--- config.mk ---
export PLATFORM = sky130hd
export DESIGN_NAME = cdtimer_bank
export DESIGN_NICKNAME = d
export VERILOG_FILES = /design/src/rtl/cdt_pkg.sv /design/src/rtl/cdt_decode.sv /design/src/rtl/cdt_channel.sv /design/src/rtl/cdtimer_bank.sv
export SDC_FILE = /design/constraint.sdc
export NUM_CORES = 1
export LEC_CHECK = 0
export BUFFER_PORTS_ARGS = -buffer_cell sky130_fd_sc_hd__clkbuf_2
export CORE_ASPECT_RATIO = 0.5
export CORE_MARGIN = 1.5
export CORE_UTILIZATION = 50
export CTS_CLUSTER_SIZE = 40
export DETAILED_ROUTE_END_ITERATION = 10
export GPL_TIMING_DRIVEN = 0
export MAX_ROUTING_LAYER = met4
export PLACE_DENSITY = 0.72
export SLEW_MARGIN = 20
export SYNTH_ARGS = -nofsm -noshare
export SYNTH_HDL_FRONTEND = slang
export SYNTH_SLANG_ARGS = --single-unit
--- constraint.sdc ---
create_clock -name clk -period 6.9 [get_ports clk]
set_clock_uncertainty 0.15 [all_clocks]
set_input_delay 2.07 -clock clk [delete_from_list [all_inputs] [get_ports clk]]
set_output_delay 2.07 -clock clk [all_outputs]
set_load 0.005 [all_outputs]
--- src/rtl/cdt_pkg.sv ---
// Package: register offsets and the control word type for the timer bank.
// Assumes word-aligned byte addressing.
package cdt_pkg;
    // Offsets inside one channel group
    localparam int OFF_LOAD = 'h00;
    localparam int OFF_CUR  = 'h04;
    localparam int OFF_CTRL = 'h08;
    localparam int OFF_EOI  = 'h0C;
    localparam int OFF_STAT = 'h10;
    localparam int CH_STRIDE = 'h14;
    // Offsets inside the shared group
    localparam int GOFF_EOI  = 'h00;
    localparam int GOFF_MSTAT = 'h04;
    localparam int GOFF_RAW  = 'h08;
    localparam int GOFF_VER  = 'h0C;
    localparam int GLB_SPAN  = 'h10;

    // Control word: bit0 enable, bit1 periodic mode, bit2 interrupt mask
    typedef struct packed {
        logic mask;
        logic mode;
        logic en;
    } ctrl_t;
    localparam int CTRL_W = $bits(ctrl_t);
endpackage

--- src/rtl/cdt_decode.sv ---
// Address decoder: turns a byte address into a one-hot channel select with
// an offset in that group, or a hit on the shared group after the channels.
// Assumes N_CH*STRIDE + GLB_SPAN fits in ADDR_W bits.
module cdt_decode
    import cdt_pkg::*;
#(
    parameter int N_CH   = 4,
    parameter int ADDR_W = 8,
    parameter int STRIDE = CH_STRIDE
) (
    input  logic [ADDR_W-1:0] paddr,
    output logic [N_CH-1:0]   ch_hit,
    output logic [$clog2(STRIDE)-1:0] ch_off,
    output logic              glb_hit,
    output logic [$clog2(GLB_SPAN)-1:0] glb_off
);
    localparam int OFF_W  = $clog2(STRIDE);
    localparam int GOFF_W = $clog2(GLB_SPAN);
    localparam int GLB_BASE = N_CH * STRIDE;

    int addr_i;
    assign addr_i = int'({{(32-ADDR_W){1'b0}}, paddr});

    // Range compare against each channel window and the shared window
    always_comb begin
        ch_hit  = '0;
        ch_off  = '0;
        glb_hit = 1'b0;
        glb_off = '0;
        for (int i = 0; i < N_CH; i++) begin
            if (addr_i >= i * STRIDE && addr_i < (i + 1) * STRIDE) begin
                ch_hit[i] = 1'b1;
                ch_off    = OFF_W'(addr_i - i * STRIDE);
            end
        end
        if (addr_i >= GLB_BASE && addr_i < GLB_BASE + GLB_SPAN) begin
            glb_hit = 1'b1;
            glb_off = GOFF_W'(addr_i - GLB_BASE);
        end
    end
endmodule

--- src/rtl/cdt_channel.sv ---
// One down-counting channel: holds its load count, control word, live count
// and raw expiry flag. Assumes the strobes come in from the decoder, one at
// most per clock.
module cdt_channel
    import cdt_pkg::*;
#(
    parameter int CNT_W = 32
) (
    input  logic             clk,
    input  logic             rst_n,
    input  logic             wr_load,
    input  logic             wr_ctrl,
    input  logic [CNT_W-1:0] wdata,
    input  logic             eoi_clr,
    output logic [CNT_W-1:0] load_q,
    output logic [CNT_W-1:0] cur_q,
    output ctrl_t            ctrl_q,
    output logic             raw_q
);
    ctrl_t ctrl_d;
    logic  start;
    logic  expire;

    assign ctrl_d = ctrl_t'(wdata[CTRL_W-1:0]);
    assign start  = wr_ctrl && ctrl_d.en && !ctrl_q.en;
    assign expire = ctrl_q.en && (cur_q == '0);

    // Load count register
    always_ff @(posedge clk) begin
        if (!rst_n)       load_q <= '0;
        else if (wr_load) load_q <= wdata;
    end

    // Control register
    always_ff @(posedge clk) begin
        if (!rst_n)       ctrl_q <= '0;
        else if (wr_ctrl) ctrl_q <= ctrl_d;
    end

    // Live count: load on enable rise, count down, reload on expiry
    always_ff @(posedge clk) begin
        if (!rst_n)          cur_q <= '0;
        else if (start)      cur_q <= load_q;
        else if (ctrl_q.en) begin
            if (expire)      cur_q <= ctrl_q.mode ? load_q : '1;
            else             cur_q <= cur_q - 1'b1;
        end
    end

    // Raw expiry flag: set on expiry, cleared by an end-of-interrupt read
    always_ff @(posedge clk) begin
        if (!rst_n)       raw_q <= 1'b0;
        else if (expire)  raw_q <= 1'b1;
        else if (eoi_clr) raw_q <= 1'b0;
    end


    count_step_chk: assert property (@(posedge clk) disable iff (!rst_n)
        (ctrl_q.en && cur_q != '0) |=> (cur_q == $past(cur_q) - 1'b1));

    hold_chk: assert property (@(posedge clk) disable iff (!rst_n)
        (!ctrl_q.en && !start) |=> $stable(cur_q));

    periodic_reload_chk: assert property (@(posedge clk) disable iff (!rst_n)
        (ctrl_q.en && ctrl_q.mode && cur_q == '0) |=> (cur_q == $past(load_q)));

    free_reload_chk: assert property (@(posedge clk) disable iff (!rst_n)
        (ctrl_q.en && !ctrl_q.mode && cur_q == '0) |=> (cur_q == '1));

    raw_set_chk: assert property (@(posedge clk) disable iff (!rst_n)
        (ctrl_q.en && cur_q == '0) |=> raw_q);

    eoi_clear_chk: assert property (@(posedge clk) disable iff (!rst_n)
        (eoi_clr && !(ctrl_q.en && cur_q == '0)) |=> !raw_q);
endmodule

--- src/rtl/cdtimer_bank.sv ---
// Timer bank top: bus access phase decode, per-channel strobes, read mux
// and interrupt gating. Assumes a single clock and that reads have no wait
// states (read data is combinational in the access phase).
module cdtimer_bank
    import cdt_pkg::*;
#(
    parameter int          N_CH    = 4,
    parameter int          ADDR_W  = 8,
    parameter int          DATA_W  = 32,
    parameter logic [31:0] VERSION = 32'h0001_0300
) (
    input  logic              clk,
    input  logic              rst_n,
    input  logic              psel,
    input  logic              penable,
    input  logic              pwrite,
    input  logic [ADDR_W-1:0] paddr,
    input  logic [DATA_W-1:0] pwdata,
    output logic [DATA_W-1:0] prdata,
    output logic [N_CH-1:0]   irq_o
);
    localparam int OFF_W  = $clog2(CH_STRIDE);
    localparam int GOFF_W = $clog2(GLB_SPAN);

    logic              acc_wr, acc_rd;
    logic [N_CH-1:0]   ch_hit;
    logic [OFF_W-1:0]  ch_off;
    logic              glb_hit;
    logic [GOFF_W-1:0] glb_off;
    logic              glb_eoi;

    logic [DATA_W-1:0] load_v [N_CH];
    logic [DATA_W-1:0] cur_v  [N_CH];
    ctrl_t             ctrl_v [N_CH];
    logic [N_CH-1:0]   raw_v;
    logic [N_CH-1:0]   mask_v;

    assign acc_wr  = psel && penable && pwrite;
    assign acc_rd  = psel && penable && !pwrite;
    assign glb_eoi = acc_rd && glb_hit && (int'(glb_off) == GOFF_EOI);

    cdt_decode #(
        .N_CH  (N_CH),
        .ADDR_W(ADDR_W),
        .STRIDE(CH_STRIDE)
    ) u_decode (
        .paddr  (paddr),
        .ch_hit (ch_hit),
        .ch_off (ch_off),
        .glb_hit(glb_hit),
        .glb_off(glb_off)
    );

    for (genvar g = 0; g < N_CH; g++) begin : g_ch
        logic wr_load, wr_ctrl, eoi_clr;
        assign wr_load = acc_wr && ch_hit[g] && (int'(ch_off) == OFF_LOAD);
        assign wr_ctrl = acc_wr && ch_hit[g] && (int'(ch_off) == OFF_CTRL);
        assign eoi_clr = glb_eoi ||
                         (acc_rd && ch_hit[g] && (int'(ch_off) == OFF_EOI));

        cdt_channel #(.CNT_W(DATA_W)) u_chan (
            .clk    (clk),
            .rst_n  (rst_n),
            .wr_load(wr_load),
            .wr_ctrl(wr_ctrl),
            .wdata  (pwdata),
            .eoi_clr(eoi_clr),
            .load_q (load_v[g]),
            .cur_q  (cur_v[g]),
            .ctrl_q (ctrl_v[g]),
            .raw_q  (raw_v[g])
        );

        assign mask_v[g] = ctrl_v[g].mask;


        mask_gate_chk: assert property (@(posedge clk) disable iff (!rst_n)
            ctrl_v[g].mask |-> !irq_o[g]);
    end

    // Interrupt lines: raw expiry gated by the mask
    assign irq_o = raw_v & ~mask_v;

    // Read data mux for channel and shared registers
    always_comb begin
        prdata = '0;
        for (int i = 0; i < N_CH; i++) begin
            if (ch_hit[i]) begin
                case (int'(ch_off))
                    OFF_LOAD: prdata = load_v[i];
                    OFF_CUR:  prdata = cur_v[i];
                    OFF_CTRL: prdata = DATA_W'(ctrl_v[i]);
                    OFF_STAT: prdata = DATA_W'(irq_o[i]);
                    default:  prdata = '0;
                endcase
            end
        end
        if (glb_hit) begin
            case (int'(glb_off))
                GOFF_MSTAT: prdata = DATA_W'(irq_o);
                GOFF_RAW:   prdata = DATA_W'(raw_v);
                GOFF_VER:   prdata = DATA_W'(VERSION);
                default:    prdata = '0;
            endcase
        end
    end


    single_target_chk: assert property (@(posedge clk) disable iff (!rst_n)
        (psel && penable) |-> ($onehot0(ch_hit) && !(glb_hit && ch_hit != '0)));
endmodule

[Yosys cells after proc, flatten, opt, wreduce, memory -nomap -nowiden]
Cells that the tools add are included.
Operators by class
  add/subtract/negate cells: 8
  div/mod/pow operators: 0
  muxes and demuxes: 44
  shifts and indexed selects: 0
  magnitude comparators: 10
  multipliers: 0
  equality and inequality tests: 8
  bitwise gates (word level): 2
  reduce and logical (&&, ||, !) cells: 66
Operator list (count)
  two-way mux 32 bit: 21
  one-hot mux 32 bit (4 select lines): 4
  logical NOT 32 bit: 4
  subtractor 32 x 1 -> 32 bit, second input constant: 4
  one-hot mux 17 bit (3 select lines): 1
  logical AND 1 bit: 42
  two-way mux 5 bit: 4
  >= comparator 8 x 6 -> 1 bit, second input constant: 2
  less-than comparator 8 x 6 -> 1 bit, second input constant: 2
  less-than comparator 8 x 7 -> 1 bit, second input constant: 2
  nonzero test 2 bit: 8
  == test 5 bit, second input constant: 3
  two-way mux 1 bit: 13
  logical NOT 5 bit: 2
  subtractor 5 bit, second input constant: 2
  == test 4 bit, second input constant: 2
  >= comparator 8 x 1 -> 1 bit, second input constant: 1
  >= comparator 8 x 5 -> 1 bit, second input constant: 1
  >= comparator 8 x 7 -> 1 bit, second input constant: 1
  less-than comparator 8 x 5 -> 1 bit, second input constant: 1
  == test 5 x 3 -> 1 bit, second input constant: 1
  == test 5 x 4 -> 1 bit, second input constant: 1
  logical NOT 1 bit: 5
  subtractor 5 x 4 -> 5 bit, second input constant: 1
  7 further kinds: 10
Word-level totals
  flip-flop bits (word level): 272
  output and inout port bits: 36
  RAM bits: 0
  memory bits (read-only): 0
  logic and storage cells: 162
  memories: 0
  latch bits: 0

[Depth between registers and ports, before layout]
  depth in word-level cells: 13
  gate-level depth with buffers: 15

[By module]
From an unflattened synthesis, not the netlist that was laid out.
Unflattened totals
  cell total of the unflattened synthesis: 1995
  area, all modules: 16925.0 sq um
Modules (own cells, without submodules)
  cdt_channel: seq. area each 1361.3 sq um, cells an instance 400, times used 4, area each 3494.6 sq um
  cdtimer_bank: seq. area each 0.0 sq um, cells an instance 338, times used 1, area each 2561.2 sq um
  cdt_decode: seq. area each 0.0 sq um, cells an instance 57, times used 1, area each 385.4 sq um

[Worst setup path after synthesis]
Ideal clock, no wire load.
  path type: input to output
  start: in paddr[3]
  end: out prdata[16]
  arrival time: 4.737 ns
  data required time: 4.680 ns
  slack: -0.057 ns
  stages: 11
  cells stage by stage: inv_1 ha_1 and2b_4 or4b_1 buf_2 nand3_2 a32oi_4 maj3_2 or3_4 or3_1 o31ai_1
On the way
  word-level cells in the longest chain between the ends: 13
  elaborated cells between the ends (all ways): 46
Ends and longest elaborated chain
  start, declared: RTL line cdtimer_bank.sv:17  | input logic [ADDR_W-1:0] paddr,
  >= comparator 8 x 1 -> 1 bit or less-than comparator 8 x 5 -> 1 bit (tied branches): RTL line cdt_decode.sv:31  | if (addr_i >= i * STRIDE && addr_i < (i + 1) * STRIDE) begin
  logical AND 1 bit: RTL line cdt_decode.sv:31
  two-way mux 5 bit (4 in series): RTL line cdt_decode.sv:31
  == test 5 bit, or another cell as far along: RTL line cdtimer_bank.sv:89  | case (int'(ch_off))
  one-hot mux 32 bit (4 select lines): RTL line cdtimer_bank.sv:89
  two-way mux 32 bit (4 in series): RTL line cdtimer_bank.sv:88  | if (ch_hit[i]) begin
  two-way mux 32 bit *: RTL line cdtimer_bank.sv:98  | if (glb_hit) begin
  end, declared: RTL line cdtimer_bank.sv:19  | output logic [DATA_W-1:0] prdata,
Every way passes the cells marked *; elsewhere a longest branch is shown, timed or not.

[Final worst setup path]
  start: in paddr[3]
  end: out prdata[9]
The elaborated chain is that of the path after synthesis.

==> results.sh <==
export IMPL_track_usage_pct=47.50
export IMPL_dieArea_um2=34230
export IMPL_avgViaCountPerCell=6.927
export IMPL_die_w_um=260.2
export IMPL_ys_async_sr_fraction_pct=0
export IMPL_crit_chain="clkbuf_16 > clkinvlp_4 > ha_4 > and2b_4 > or4b_4 > nand3_4 > a32oi_4 > nor3_4 > buf_4 > a221oi_2 > or3_1 > o31ai_4 > clkbuf_2"
export IMPL_clk_pin_slew_ps=60
export IMPL_grt_overflow_total=0
export IMPL_rr_endpoint="g_ch[2].u_chan.cur_q[26]"
export IMPL_slew_headroom_pct=10.11
export IMPL_cts_buffers=27
export IMPL_io_buffers=76
export IMPL_cts_tree="done"
export IMPL_area_growth_synth_to_final_pct=23.16
export IMPL_crit_start="paddr[3]"
export IMPL_timing_final_ws_setup_ps=-567.4
export IMPL_synthesis_nets=2268
export IMPL_seq_area_frac_synth_pct=32.93
export IMPL_synth_area_um2=16530
export IMPL_cts_sinks=272
export IMPL_gp_congestion=1.047
export IMPL_p_per_area_nw_per_um2=192.5
export IMPL_h_tree_depth=1
export IMPL_layout_cells_non_filler=2835
export IMPL_ys_warn_count=0
export IMPL_holdWs_ps=328.6
export IMPL_floorplan_initialDensity_pct=51.48
export IMPL_firstDrtPassIters=8
export IMPL_grt_pass1_wl_um=116500
export IMPL_grt_max_degree=16
export IMPL_hp_class="flip-flop to flip-flop"
export IMPL_clk_latency_ps=600
export IMPL_finalInstanceArea_um2=20360
export IMPL_placed_cells=2722
export IMPL_antenna_found_initial=5
export IMPL_rrSetupSlack_ps=2970
export IMPL_status="finished, violations left"
export IMPL_cp_end_kind="primary output"
export IMPL_io_pins=81
export IMPL_setup_viol=32
export IMPL_worst_path_max_fanout=4
export IMPL_maxCapViolCount=0
export IMPL_fmax_mhz=133.9
export IMPL_rsz0062_at_grt="true"
export IMPL_cp_arrival_ps=5250
export IMPL_ir_worst_vdd_mv=0.2005
export IMPL_core_um2=32120
export IMPL_cts_max_path_buffers=3
export IMPL_syn_avg_cell_area_um2=7.468
export IMPL_drt_iter0_markers=3012
export IMPL_worstSetupPathType="primary input to primary output"
export IMPL_wirelength_um=82640
export IMPL_crit_end="prdata[9]"
export IMPL_die_h_um=131.6
export IMPL_cp_start_kind="primary input"
export IMPL_drive_gt1_share_pct=16.83
export IMPL_final_nets=2428
export IMPL_finalCritPeriodShare_pct=108.2
export IMPL_synth_edf_count=0
export IMPL_total_power_w=0.003920
export IMPL_synth_main_ff_cell="dfxtp_1"
export IMPL_r2r_start="g_ch[2].u_chan.cur_q[8]"
export IMPL_layout_min_cycle_time_ps=7467
export IMPL_crit_slowest_cell="or4b_4"
export IMPL_grt_pass1_vias=17040
export IMPL_num_vias=19640
export IMPL_syn_inst=2214
export IMPL_cts_root_buf="clkbuf_16"
export IMPL_tightestPinTransition_ps=1348
export IMPL_leakage_nw=7.288
export IMPL_worstRegToRegCells=11
export IMPL_maxSlewViolCount=0
export IMPL_slowest_delay_ps=590
export IMPL_yosys_register_bits=272
export IMPL_violations="negative setup slack"
export IMPL_fill_cells=2853
export IMPL_synth_cell_types=93
export IMPL_placement_rows=46
export IMPL_post_dp_hpwl_um=60510
export IMPL_avgRoutedWirePerCell_um=29.15
export IMPL_cp_required_ps=4680
export IMPL_drc=0
export IMPL_ant_nets=0
export IMPL_placed_area_um2=17640
export IMPL_cts_hold_buf=0
export IMPL_fin_setup_tns_ps=-15340
export IMPL_hold_viol=0
==> timing repair <==
item	4_1_cts	5_1_grt
pin swaps	41	37
buffers inserted	36	16
endpoints found under the setup margin	32	32
gates cloned	3	1
gates resized for setup	193	70
==> placed cells by master (no fill, tap or decap), drive strengths merged, types with 34 or more instances in the layout <==
master    n
nand2   454
dfxtp   272
a21oi   251
clkbuf  229
o21ai   132
nor2    120
buf     106
a221oi   92
nor3     87
mux2i    66
nand3    54
xnor2    49
a22oi    34
==> power breakdown <==
group / internal [W] / switching, W
Clock: 0.000929 / 0.000738
Combinational: 0.000223 / 0.000452
Sequential: 0.00157 / 0.00000570
==> synthesized netlist by cell type (11+ instances only) <==
library cell,instances,area (um2)
a211oi_1,13,97.59
a21oi_1,250,1251
a221oi_1,92,805.8
a22oi_1,34,255.2
a31oi_1,15,93.84
and2_1,16,100.1
and3_1,22,137.6
buf_2,21,105.1
clkbuf_1,130,488.0
dfxtp_1,272,5445
inv_1,27,101.4
mux2i_1,65,650.6
nand2_1,453,1700
nand3_1,52,260.3
nand3b_1,12,90.09
nand4_1,17,106.4
nor2_1,116,435.4
nor3_1,81,405.4
nor3b_1,12,90.09
nor4_1,29,181.4
o211ai_1,12,90.09
o21ai_0,129,645.6
o22a_1,25,219.0
o22ai_1,11,68.82
o311ai_0,11,96.34
o31ai_1,13,97.59
or3_1,17,106.4
or4_1,13,97.59
xnor2_1,49,429.2
xor2_1,33,289.0
==> worst min path at each step <==
stage / cells after the start / slack (ps) / end / startpoint
finish: 2 / 330 / g_ch[1].u_chan.load_q[26] / g_ch[1].u_chan.load_q[26]
global route: 2 / 350 / g_ch[2].u_chan.load_q[1] / g_ch[2].u_chan.load_q[1]
CTS: 2 / 320 / g_ch[1].u_chan.load_q[28] / g_ch[1].u_chan.load_q[28]
detailed placement: 2 / 310 / g_ch[1].u_chan.load_q[14] / g_ch[1].u_chan.load_q[14]
global placement: 2 / 310 / g_ch[1].u_chan.load_q[20] / g_ch[1].u_chan.load_q[20]
floorplan: 2 / 300 / g_ch[0].u_chan.load_q[2] / g_ch[0].u_chan.load_q[2]
==> metal layers <==
metal	track usage, %	vias up	routed length, um
li1	-	8473	-
met1	65.71	9439	33820
met2	62.53	1492	31860
met3	20.18	233	14220
met4	11.46	0	2737
met5	-	-	0
==> stage by stage <==
stage               setup slack [ps]  util, %
floorplan                     -28.32        -
global placement               -1785    54.89
detailed placement             -1751    54.91
CTS                           -564.3    62.17
global route                  -558.4    63.41
finish                        -567.4    63.41
==> area by class of cell <==
cell class / instances / area [um2] / share of cell area, %
well taps: 432 / 540.5 / 2.654
clock buffers: 36 / 759.5 / 3.730
flip-flops and latches: 272 / 5445 / 26.74
inverters: 29 / 120.1 / 0.5899
multi-input cells: 1745 / 11410 / 56.03
plain buffers: 167 / 938.4 / 4.608
repair buffers: 132 / 939.7 / 4.614
clock inverters: 13 / 187.7 / 0.9217
diodes: 9 / 22.52 / 0.1106
==> registers in the layout (all words and copies together) (netlist names) <==
register,cells
g_ch.u_chan.ctrl_q,12
g_ch.u_chan.raw_q,4
g_ch.u_chan.load_q,128
g_ch.u_chan.cur_q,128
==> logic make-up (layout without fill, tap and decap cells) <==
logic type	Yosys count	in the layout	synth area share (%)
and+or+nand+nor	894	895	25.51
AOI/OAI and AO/OA	686	686	27.06
DFF	272	272	32.93
buffers and inverters	198	377	4.919
xor gates and xnor gates	82	82	4.344
muxes	72	72	4.480
adders and majority gates	10	10	0.7492
other	0	9	0
==> worst max-delay path, delay by kind of cell <==
family                     cells  cell delay [ps]
and+or+nand+nor                5             1780
adders and majority gates      1              150
buffers and inverters          4              690
AOI/OAI and AO/OA              3              540
(Power assumes the default switching activity.)
